<file path="config.mk">
export PLATFORM = sky130hd
export DESIGN_NAME = simd_grid
export DESIGN_NICKNAME = d
export VERILOG_FILES = /design/src/rtl/simd_grid_pkg.sv /design/src/rtl/simd_pe.sv /design/src/rtl/simd_status_reduce.sv /design/src/rtl/simd_grid.sv
export SDC_FILE = /design/constraint.sdc
export NUM_CORES = 2
export LEC_CHECK = 0
export BUFFER_PORTS_ARGS = -buffer_cell sky130_fd_sc_hd__buf_2
export CORE_MARGIN = 8
export CORE_UTILIZATION = 50
export DETAILED_ROUTE_END_ITERATION = 10
export PLACE_DENSITY = 0.66
export SKIP_CTS_REPAIR_TIMING = 1
export SLEW_MARGIN = 20
export SYNTH_ARGS = -nofsm -noshare
export SYNTH_HDL_FRONTEND = slang
export SYNTH_SLANG_ARGS = --single-unit
</file>
<file path="constraint.sdc">
create_clock -name clk -period 23.9 [get_ports clk]
set_input_delay 7.17 -clock clk [delete_from_list [all_inputs] [get_ports clk]]
set_output_delay 7.17 -clock clk [all_outputs]
set_load 0.005 [all_outputs]
</file>
<file path="src/rtl/simd_grid_pkg.sv">
package simd_grid_pkg;

   typedef enum logic [3:0] {
      OP_NOP    = 4'd0,
      OP_ADD    = 4'd1,
      OP_SUB    = 4'd2,
      OP_AND    = 4'd3,
      OP_OR     = 4'd4,
      OP_XOR    = 4'd5,
      OP_MOVI   = 4'd6,
      OP_LOAD   = 4'd7,
      OP_STORE  = 4'd8,
      OP_SHIFT  = 4'd9,
      OP_SLT    = 4'd10,
      OP_SEZ    = 4'd11,
      OP_SETALL = 4'd12,
      OP_IDX    = 4'd13
   } pe_op_e;

   // row step of a direction code: 0 N,1 NE,2 E,3 SE,4 S,5 SW,6 W,7 NW
   function automatic int dir_drow(input int d);
      if (d == 0 || d == 1 || d == 7) return -1;
      if (d == 3 || d == 4 || d == 5) return 1;
      return 0;
   endfunction

   // column step of a direction code
   function automatic int dir_dcol(input int d);
      if (d >= 1 && d <= 3) return 1;
      if (d >= 5 && d <= 7) return -1;
      return 0;
   endfunction

endpackage

</file>
<file path="src/rtl/simd_pe.sv">
module simd_pe
   import simd_grid_pkg::*;
#(
   parameter int DW        = 8,
   parameter int NREG      = 4,
   parameter int MEM_DEPTH = 8,
   parameter int ID        = 0,
   localparam int RW = $clog2(NREG),
   localparam int AW = $clog2(MEM_DEPTH)
) (
   input  logic                clk,
   input  logic                rst_n,
   input  pe_op_e              op,
   input  logic [2:0]          dir,
   input  logic [RW-1:0]       rd,
   input  logic [RW-1:0]       ra,
   input  logic [RW-1:0]       rb,
   input  logic                scalar_sel,
   input  logic [DW-1:0]       imm,
   input  logic [DW-1:0]       scalar,
   input  logic [7:0][DW-1:0]  nbr_in,
   output logic [DW-1:0]       src_q,
   output logic                flag_q,
   output logic                flag_d
);

   logic [NREG-1:0][DW-1:0]      regs_q;
   logic [MEM_DEPTH-1:0][DW-1:0] mem_q;
   logic [DW-1:0] opa, opb, wr_val;
   logic [AW-1:0] addr;
   logic          wr_en, st_en;

   assign opa   = regs_q[ra];
   assign opb   = scalar_sel ? scalar : regs_q[rb];
   assign addr  = imm[AW-1:0];
   assign src_q = opa;

   always_comb begin
      wr_en  = 1'b0;
      st_en  = 1'b0;
      wr_val = '0;
      flag_d = flag_q;
      if (op == OP_SETALL) begin
         flag_d = 1'b1;
      end else if (flag_q) begin
         case (op)
            OP_ADD:   begin wr_en = 1'b1; wr_val = opa + opb; end
            OP_SUB:   begin wr_en = 1'b1; wr_val = opa - opb; end
            OP_AND:   begin wr_en = 1'b1; wr_val = opa & opb; end
            OP_OR:    begin wr_en = 1'b1; wr_val = opa | opb; end
            OP_XOR:   begin wr_en = 1'b1; wr_val = opa ^ opb; end
            OP_MOVI:  begin wr_en = 1'b1; wr_val = imm; end
            OP_LOAD:  begin wr_en = 1'b1; wr_val = mem_q[addr]; end
            OP_STORE: st_en = 1'b1;
            OP_SHIFT: begin wr_en = 1'b1; wr_val = nbr_in[dir]; end
            OP_SLT:   flag_d = (opa < opb);
            OP_SEZ:   flag_d = (opa == '0);
            OP_IDX:   begin wr_en = 1'b1; wr_val = DW'(ID); end
            default:  ;
         endcase
      end
   end

   always_ff @(posedge clk) begin
      if (!rst_n) begin
         regs_q <= '0;
         mem_q  <= '0;
         flag_q <= 1'b1;
      end else begin
         if (wr_en) regs_q[rd] <= wr_val;
         if (st_en) mem_q[addr] <= opa;
         flag_q <= flag_d;
      end
   end


   inactive_hold_chk: assert property (@(posedge clk) disable iff (!rst_n)
      (!flag_q && op != OP_SETALL) |=> ($stable(regs_q) && $stable(mem_q) && !flag_q));


   setall_flag_chk: assert property (@(posedge clk) disable iff (!rst_n)
      (op == OP_SETALL) |=> flag_q);


   zero_test_chk: assert property (@(posedge clk) disable iff (!rst_n)
      (flag_q && op == OP_SEZ) |=> (flag_q == ($past(opa) == '0)));


   nop_quiet_chk: assert property (@(posedge clk) disable iff (!rst_n)
      (op == OP_NOP) |=> ($stable(regs_q) && $stable(mem_q) && $stable(flag_q)));

endmodule

</file>
<file path="src/rtl/simd_status_reduce.sv">
module simd_status_reduce #(
   parameter int N = 16,
   localparam int CW = $clog2(N + 1)
) (
   input  logic          clk,
   input  logic          rst_n,
   input  logic [N-1:0]  flags_d,
   output logic          any_q,
   output logic [CW-1:0] cnt_q
);

   logic [CW-1:0] cnt_d;

   always_comb begin
      cnt_d = '0;
      for (int i = 0; i < N; i++) cnt_d = cnt_d + CW'(flags_d[i]);
   end

   always_ff @(posedge clk) begin
      if (!rst_n) begin
         any_q <= 1'b1;
         cnt_q <= CW'(N);
      end else begin
         any_q <= |flags_d;
         cnt_q <= cnt_d;
      end
   end


   cnt_bound_chk: assert property (@(posedge clk) disable iff (!rst_n)
      cnt_q <= CW'(N));


   any_agrees_chk: assert property (@(posedge clk) disable iff (!rst_n)
      any_q == (cnt_q != '0));

endmodule

</file>
<file path="src/rtl/simd_grid.sv">
module simd_grid
   import simd_grid_pkg::*;
#(
   parameter int ROWS      = 4,
   parameter int COLS      = 4,
   parameter int DW        = 8,
   parameter int NREG      = 4,
   parameter int MEM_DEPTH = 8,
   localparam int NPE = ROWS * COLS,
   localparam int RW  = $clog2(NREG),
   localparam int CW  = $clog2(NPE + 1)
) (
   input  logic              clk,
   input  logic              rst_n,
   input  logic [3:0]        op_in,
   input  logic [2:0]        dir_in,
   input  logic [RW-1:0]     rd_in,
   input  logic [RW-1:0]     ra_in,
   input  logic [RW-1:0]     rb_in,
   input  logic              scalar_sel_in,
   input  logic [DW-1:0]     imm_in,
   input  logic [DW-1:0]     scalar_in,
   output logic [NPE*DW-1:0] peek_data,
   output logic              status_any,
   output logic [CW-1:0]     status_count
);

   if (ROWS < 2 || COLS < 2) begin : g_bad_shape
      $error("grid needs at least two rows and two columns");
   end
   if (NREG < 2 || (1 << RW) != NREG) begin : g_bad_regs
      $error("NREG must be a power of two, at least 2");
   end
   if (MEM_DEPTH < 2 || (1 << $clog2(MEM_DEPTH)) != MEM_DEPTH || MEM_DEPTH > (1 << DW)) begin : g_bad_mem
      $error("MEM_DEPTH must be a power of two addressable by the immediate");
   end
   if (NPE > (1 << DW)) begin : g_bad_id
      $error("element index must fit in a data word");
   end

   pe_op_e        op;
   logic [DW-1:0] src     [NPE];
   logic          flag_q  [NPE];
   logic          flag_dn [NPE];
   logic [NPE-1:0] flag_vec, flag_next;

   assign op = pe_op_e'(op_in);

   always_comb begin
      for (int i = 0; i < NPE; i++) begin
         flag_vec[i]  = flag_q[i];
         flag_next[i] = flag_dn[i];
      end
   end

   for (genvar r = 0; r < ROWS; r++) begin : g_row
      for (genvar c = 0; c < COLS; c++) begin : g_col
         localparam int E = r * COLS + c;
         logic [7:0][DW-1:0] nbr;

         for (genvar d = 0; d < 8; d++) begin : g_dir
            localparam int SR = (r - dir_drow(d) + ROWS) % ROWS;
            localparam int SC = (c - dir_dcol(d) + COLS) % COLS;
            assign nbr[d] = src[SR * COLS + SC];
         end

         simd_pe #(
            .DW(DW), .NREG(NREG), .MEM_DEPTH(MEM_DEPTH), .ID(E)
         ) i_pe (
            .clk       (clk),
            .rst_n     (rst_n),
            .op        (op),
            .dir       (dir_in),
            .rd        (rd_in),
            .ra        (ra_in),
            .rb        (rb_in),
            .scalar_sel(scalar_sel_in),
            .imm       (imm_in),
            .scalar    (scalar_in),
            .nbr_in    (nbr),
            .src_q     (src[E]),
            .flag_q    (flag_q[E]),
            .flag_d    (flag_dn[E])
         );

         assign peek_data[E*DW +: DW] = src[E];
      end
   end

   simd_status_reduce #(.N(NPE)) i_reduce (
      .clk    (clk),
      .rst_n  (rst_n),
      .flags_d(flag_next),
      .any_q  (status_any),
      .cnt_q  (status_count)
   );


   count_match_chk: assert property (@(posedge clk) disable iff (!rst_n)
      status_count == CW'($countones(flag_vec)));


   setall_status_chk: assert property (@(posedge clk) disable iff (!rst_n)
      (op == OP_SETALL) |=> (status_count == CW'(NPE)));

endmodule

</file>
; ---- After elaboration in Yosys (flattened, before gate mapping)
; Index checks and enable logic that the tools add are counted.
[classes]
n_eq_ne = 13
n_bitwise = 48
magnitude_cmp = 23
addsub = 47
n_div = 0
multipliers = 0
n_mux = 342
shifts = 0
reduce_logical = 20
[op_table]
columns = cell, n
row1 = $pmux 8 s9, 15
row2 = $bwmux 64, 16
row3 = $mux 8, 114
row4 = $bmux 8 s3, 32
row5 = $bmux 8 s2, 32
row6 = $bwmux 32, 16
row7 = $add 8x8->8, 16
row8 = $and 8x8->8, 16
row9 = $logic_not 8->1, 16
row10 = $lt 8x8->1, 16
row11 = $or 8x8->8, 16
row12 = $sub 8x8->8, 16
row13 = $xor 8x8->8, 16
row14 = $mux 1, 98
row15 = $add 5x1->5, 14
row16 = $pmux 8 s8, 1
row17 = $pmux 1 s2, 16
row18 = $demux 8 s3, 1
row19 = $eq 4x4->1 const B, 6
row20 = $demux 8 s2, 1
row21 = $eq 4x3->1 const B, 4
row22 = $reduce_or 16->1, 1
row23 = $lt 2x3->1 const B, 3
row24 = $reduce_or 9->1, 1
row25 = other kinds (7), 10
[totals]
ram_bits = 0
reg_bits = 1558
word_cells = 703
out_inout_bits = 134
memories = 0
in_bits = 32
rom_bits = 0
latchBits = 0

; ---- Logic depth before layout (Yosys ltp)
[depth]
word_depth = 22
depth_mapped = 31
mapped_depth_nobuf = 28

; ---- By module
; A second synthesis with hierarchy kept.
[hier_totals]
hier_cells = 10826
area_unflattened_um2 = 104250.0
[by_module_without_submodules]
columns = module, cells_each, area_each_um2, instances, seq_area_each_um2
row1 = simd_pe at g_row[3].g_col[3].i_pe, 715, 6617.6, 1, 1941.9
row2 = simd_pe at g_row[0].g_col[0].i_pe, 691, 6606.3, 1, 1941.9
row3 = simd_pe at g_row[1].g_col[1].i_pe, 659, 6561.3, 1, 1941.9
row4 = simd_pe at g_row[2].g_col[0].i_pe, 663, 6551.3, 1, 1941.9
row5 = simd_pe at g_row[0].g_col[3].i_pe, 732, 6533.8, 1, 1941.9
row6 = simd_pe at g_row[2].g_col[1].i_pe, 666, 6507.5, 1, 1941.9
row7 = simd_pe at g_row[1].g_col[2].i_pe, 654, 6505.0, 1, 1941.9
row8 = simd_pe at g_row[1].g_col[0].i_pe, 653, 6493.7, 1, 1941.9
row9 = simd_pe at g_row[3].g_col[2].i_pe, 659, 6478.7, 1, 1941.9
row10 = simd_pe at g_row[0].g_col[1].i_pe, 666, 6471.2, 1, 1941.9
row11 = simd_pe at g_row[2].g_col[3].i_pe, 716, 6467.5, 1, 1941.9
row12 = simd_pe at g_row[0].g_col[2].i_pe, 649, 6443.7, 1, 1941.9
row13 = simd_pe at g_row[1].g_col[3].i_pe, 692, 6426.2, 1, 1941.9
row14 = simd_pe at g_row[2].g_col[2].i_pe, 646, 6392.4, 1, 1941.9
row15 = +3 rows, -, -, -, -

; ---- Worst setup path before layout
; No wires, ideal clock.
[synth_path]
path_type = input -> output
start = input port ra_in[1]
end = output port peek_data[106]
t_arrival_ns = 8.666
path_slack_ns = 8.064
n_path_buf = 5
path_stages = 6
t_required_ns = 16.730
path_cell_list = buf_4 -> buf_4 -> buf_2 -> buf_1 -> mux4_2 -> clkbuf_1
[synth_via]
elab_chain_cells = 2
[synth_rtl]
columns = element, line
row1 = from (decl), simd_grid.sv:18  ; input logic [RW-1:0] ra_in,
row2 = $bmux 8 s2, simd_pe.sv:33  ; assign opa = regs_q[ra];
row3 = $mux 8 (implied by the code), simd_pe.sv:33
row4 = to (decl), simd_grid.sv:23  ; output logic [NPE*DW-1:0] peek_data,
; Every way passes these cells. The select of a mux whose other input is x is not followed.

; ---- Final worst setup path
[layout_path]
start = input port ra_in[0]
end = output port peek_data[112]
; The elaborated chain is that of the path after synthesis.

==> flow_metrics.env <==
export IMPL_routed_via_density=6.792
export IMPL_start_kind="input port"
export IMPL_clockBufferDepth=3
export IMPL_finalHoldViolations=0
export IMPL_period_needed_ns=17.02
export IMPL_io_pins=166
export IMPL_drive_gt1_frac=0.09244
export IMPL_final_cell_mix="nand2_1 (1572), dfxtp_1 (1558), nand3_1 (1094)"
export IMPL_seqPwrFrac=0.400
export IMPL_combPwrFrac=0.191
export IMPL_finalSetupTns_ns=0
export IMPL_swShare=0.3145
export IMPL_avgSynthCellArea_um2=7.856
export IMPL_final_antenna_net_count=0
export IMPL_finalClockSkew_ns=0.03867
export IMPL_fin_crit_sh=0.7122
export IMPL_grt_total_usage=0.4012
export IMPL_grt_pass1_vias=88380
export IMPL_pwr_share_clk=0.409
export IMPL_crit_slowest_cell="mux4_2"
export IMPL_die_h_um=449.9
export IMPL_hpwl_um=295000
export IMPL_grt_pass1_wl_um=617600
export IMPL_place_inst=13740
export IMPL_clock_sinks=1558
export IMPL_synth_edf_count=0
export IMPL_maxCapViolations=0
export IMPL_synthDistinctLibCells=95
export IMPL_synth_warnings=0
export IMPL_switchingPower_mw=2.127
export IMPL_initial_core_util=0.5023
export IMPL_clk_latency_ns=0.86
export IMPL_cts_tree="yes"
export IMPL_design_core_area_mm2=0.1874
export IMPL_synth_cell_area_mm2=0.09413
export IMPL_synth_top_area_share=0.3313
export IMPL_num_fill_cells=17640
export IMPL_synth_top_area_cell="dfxtp_1"
export IMPL_cts_made_buffers=171
export IMPL_ys_async_sr_fraction=0
export IMPL_routed_wl_um=430700
export IMPL_postPlaceCellArea_mm2=0.09569
export IMPL_crit_fanout=71
export IMPL_register_area_mm2=0.03119
export IMPL_slew_headroom=0.04993
export IMPL_grt_overflow=0
export IMPL_arrival_ns=9.85
export IMPL_worstSetupPathType="in -> out"
export IMPL_dr_pass1_iters=6
export IMPL_required_ns=16.73
export IMPL_cts_htree_levels=4
export IMPL_slowest_delay_ns=0.95
export IMPL_finalPower_mw=6.764
export IMPL_multiInputGateArea_mm2=0.05729
export IMPL_gp_congestion=1.107
export IMPL_grt_max_degree=148
export IMPL_hp_class="reg -> reg"
export IMPL_worst_pin_slew_ns=1.410
export IMPL_drv_slew=0
export IMPL_syn_nets=12450
export IMPL_synth_seq_area_share=0.3313
export IMPL_die_x_um=449.9
export IMPL_post_drt_wl_per_cell_um=30.54
export IMPL_path_cells="buf_8 -> buf_12 -> mux4_2 -> buf_2"
export IMPL_fin_area_mm2=0.1016
export IMPL_p_leak_nw=35.84
export IMPL_synthCells=11980
export IMPL_num_rows=159
export IMPL_antenna_found_initial=45
export IMPL_crit_path_end_kind="output port"
export IMPL_synth_top_flop_cell="dfxtp_1"
export IMPL_io_buffers=165
export IMPL_setup_viol=0
export IMPL_stdcell_count=14100
export IMPL_fin_hold_ws_ns=0.4640
export IMPL_area_delta_synth_final_pct=7.964
export IMPL_powerDensity_mw_per_mm2=66.56
export IMPL_clk_pin_slew_ns=0.06
export IMPL_dieArea_mm2=0.2024
export IMPL_via_count=95780
export IMPL_fmax_ghz=0.05875
export IMPL_p_int_mw=4.637
export IMPL_synthTopCellsByArea="dfxtp_1 (33%), a21boi_0 (8.3%), nand2_1 (6.3%)"
export IMPL_status="complete, no violations"
export IMPL_remaining_drc_errors=0
export IMPL_drt_iter0_drc=13140
export IMPL_layout_nets=11880
export IMPL_reg2reg_depth=24
export IMPL_final_common_cell="nand2_1"
export IMPL_min_path_cells=2
export IMPL_root_buffer="clkbuf_16"
export IMPL_rsz0062_at_grt="no"
export IMPL_ir_worst_vdd_mv=0.07468
export IMPL_ys_ff_latch=1558
==> layer usage <==
layer / wire length (um) / track usage / vias up
met1: 164900 / 0.5067 / 46710
li1: - / - / 41830
met3: 50340 / 0.1231 / 1377
met2: 181400 / 0.5833 / 5844
met5: 101 / 0 / -
met4: 33890 / 0.2778 / 14
==> Yosys cell counts (all sizes together), types with 55 or more instances <==
cell     number
buf         284
o21a        143
ha          391
a21oi       795
a22oi       448
a2111oi      62
a41oi        55
inv         347
o211ai      104
nand2      1577
dfxtp      1558
mux2i       141
clkbuf      857
a21boi     1037
mux2        128
nor3         72
nor2        817
o21ai       925
a221oi       65
a31oi        98
mux4        160
and2        100
nand3      1095
==> worst paths after layout <==
| path | slack (ns) | endpoint | from |
|---|---|---|---|
| setup / recovery | 6.88 | peek_data[112] | ra_in[0] |
| hold reg to reg | 0.46 | g_row[1].g_col[0].i_pe.mem_q[47] | g_row[1].g_col[0].i_pe.mem_q[47] |
| setup reg to reg | 16.56 | i_reduce.cnt_q[2] | g_row[0].g_col[1].i_pe.regs_q[0] |
| hold / removal | 0.46 | g_row[1].g_col[0].i_pe.mem_q[47] | g_row[1].g_col[0].i_pe.mem_q[47] |
==> critical path, delay by kind of cell <==
family	cells	cell delay, ns
buffers and inverters	3	1.49
muxes	1	0.95
==> stage by stage <==
step	util	setup WS, ns
final	0.5423	6.878
after global routing	0.5417	6.777
after global placement	0.5106	6.912
after CTS	0.5415	6.927
after floorplan	-	8.064
after detailed placement	0.5106	6.931
==> cell type report <==
type | count | share of cell area
flip-flops and latches | 1558 | 0.3069
inverters | 349 | 0.01291
multi-input cells | 8935 | 0.5637
clock inverters | 62 | 0.008236
well taps | 2495 | 0.03072
diodes | 52 | 0.001280
clock buffers | 251 | 0.04880
repair buffers | 399 | 0.02749
==> flip-flops by register name (all words and copies together) (netlist names) <==
name                     cells
g_row.g_col.i_pe.regs_q    512
i_reduce.any_q               1
g_row.g_col.i_pe.mem_q    1024
i_reduce.cnt_q               5
g_row.g_col.i_pe.flag_q     16
==> logic make-up after synthesis <==
kind of cell	synth area share
AND/OR/NAND/NOR	0.1804
flip-flops	0.3313
adder cells (fa/ha/maj)	0.06090
AO/OA/AOI/OAI	0.2925
multiplexers	0.06862
XOR/XNOR	0.003722
buffers and inverters	0.06244
==> power groups by stage <==
| stage | Combinational, mW | Sequential [mW] | Clock, mW |
|---|---|---|---|
| after floorplan | 0.791 | 2.74 | 0 |
| after global placement | 1.22 | 2.76 | 0 |
| after detailed placement | 1.23 | 2.76 | 0 |
| after CTS | 1.24 | 2.70 | 2.79 |
| after global routing | 1.35 | 2.71 | 2.89 |
| final | 1.29 | 2.70 | 2.77 |
No activity file was read; power rests on OpenSTA's default activity.
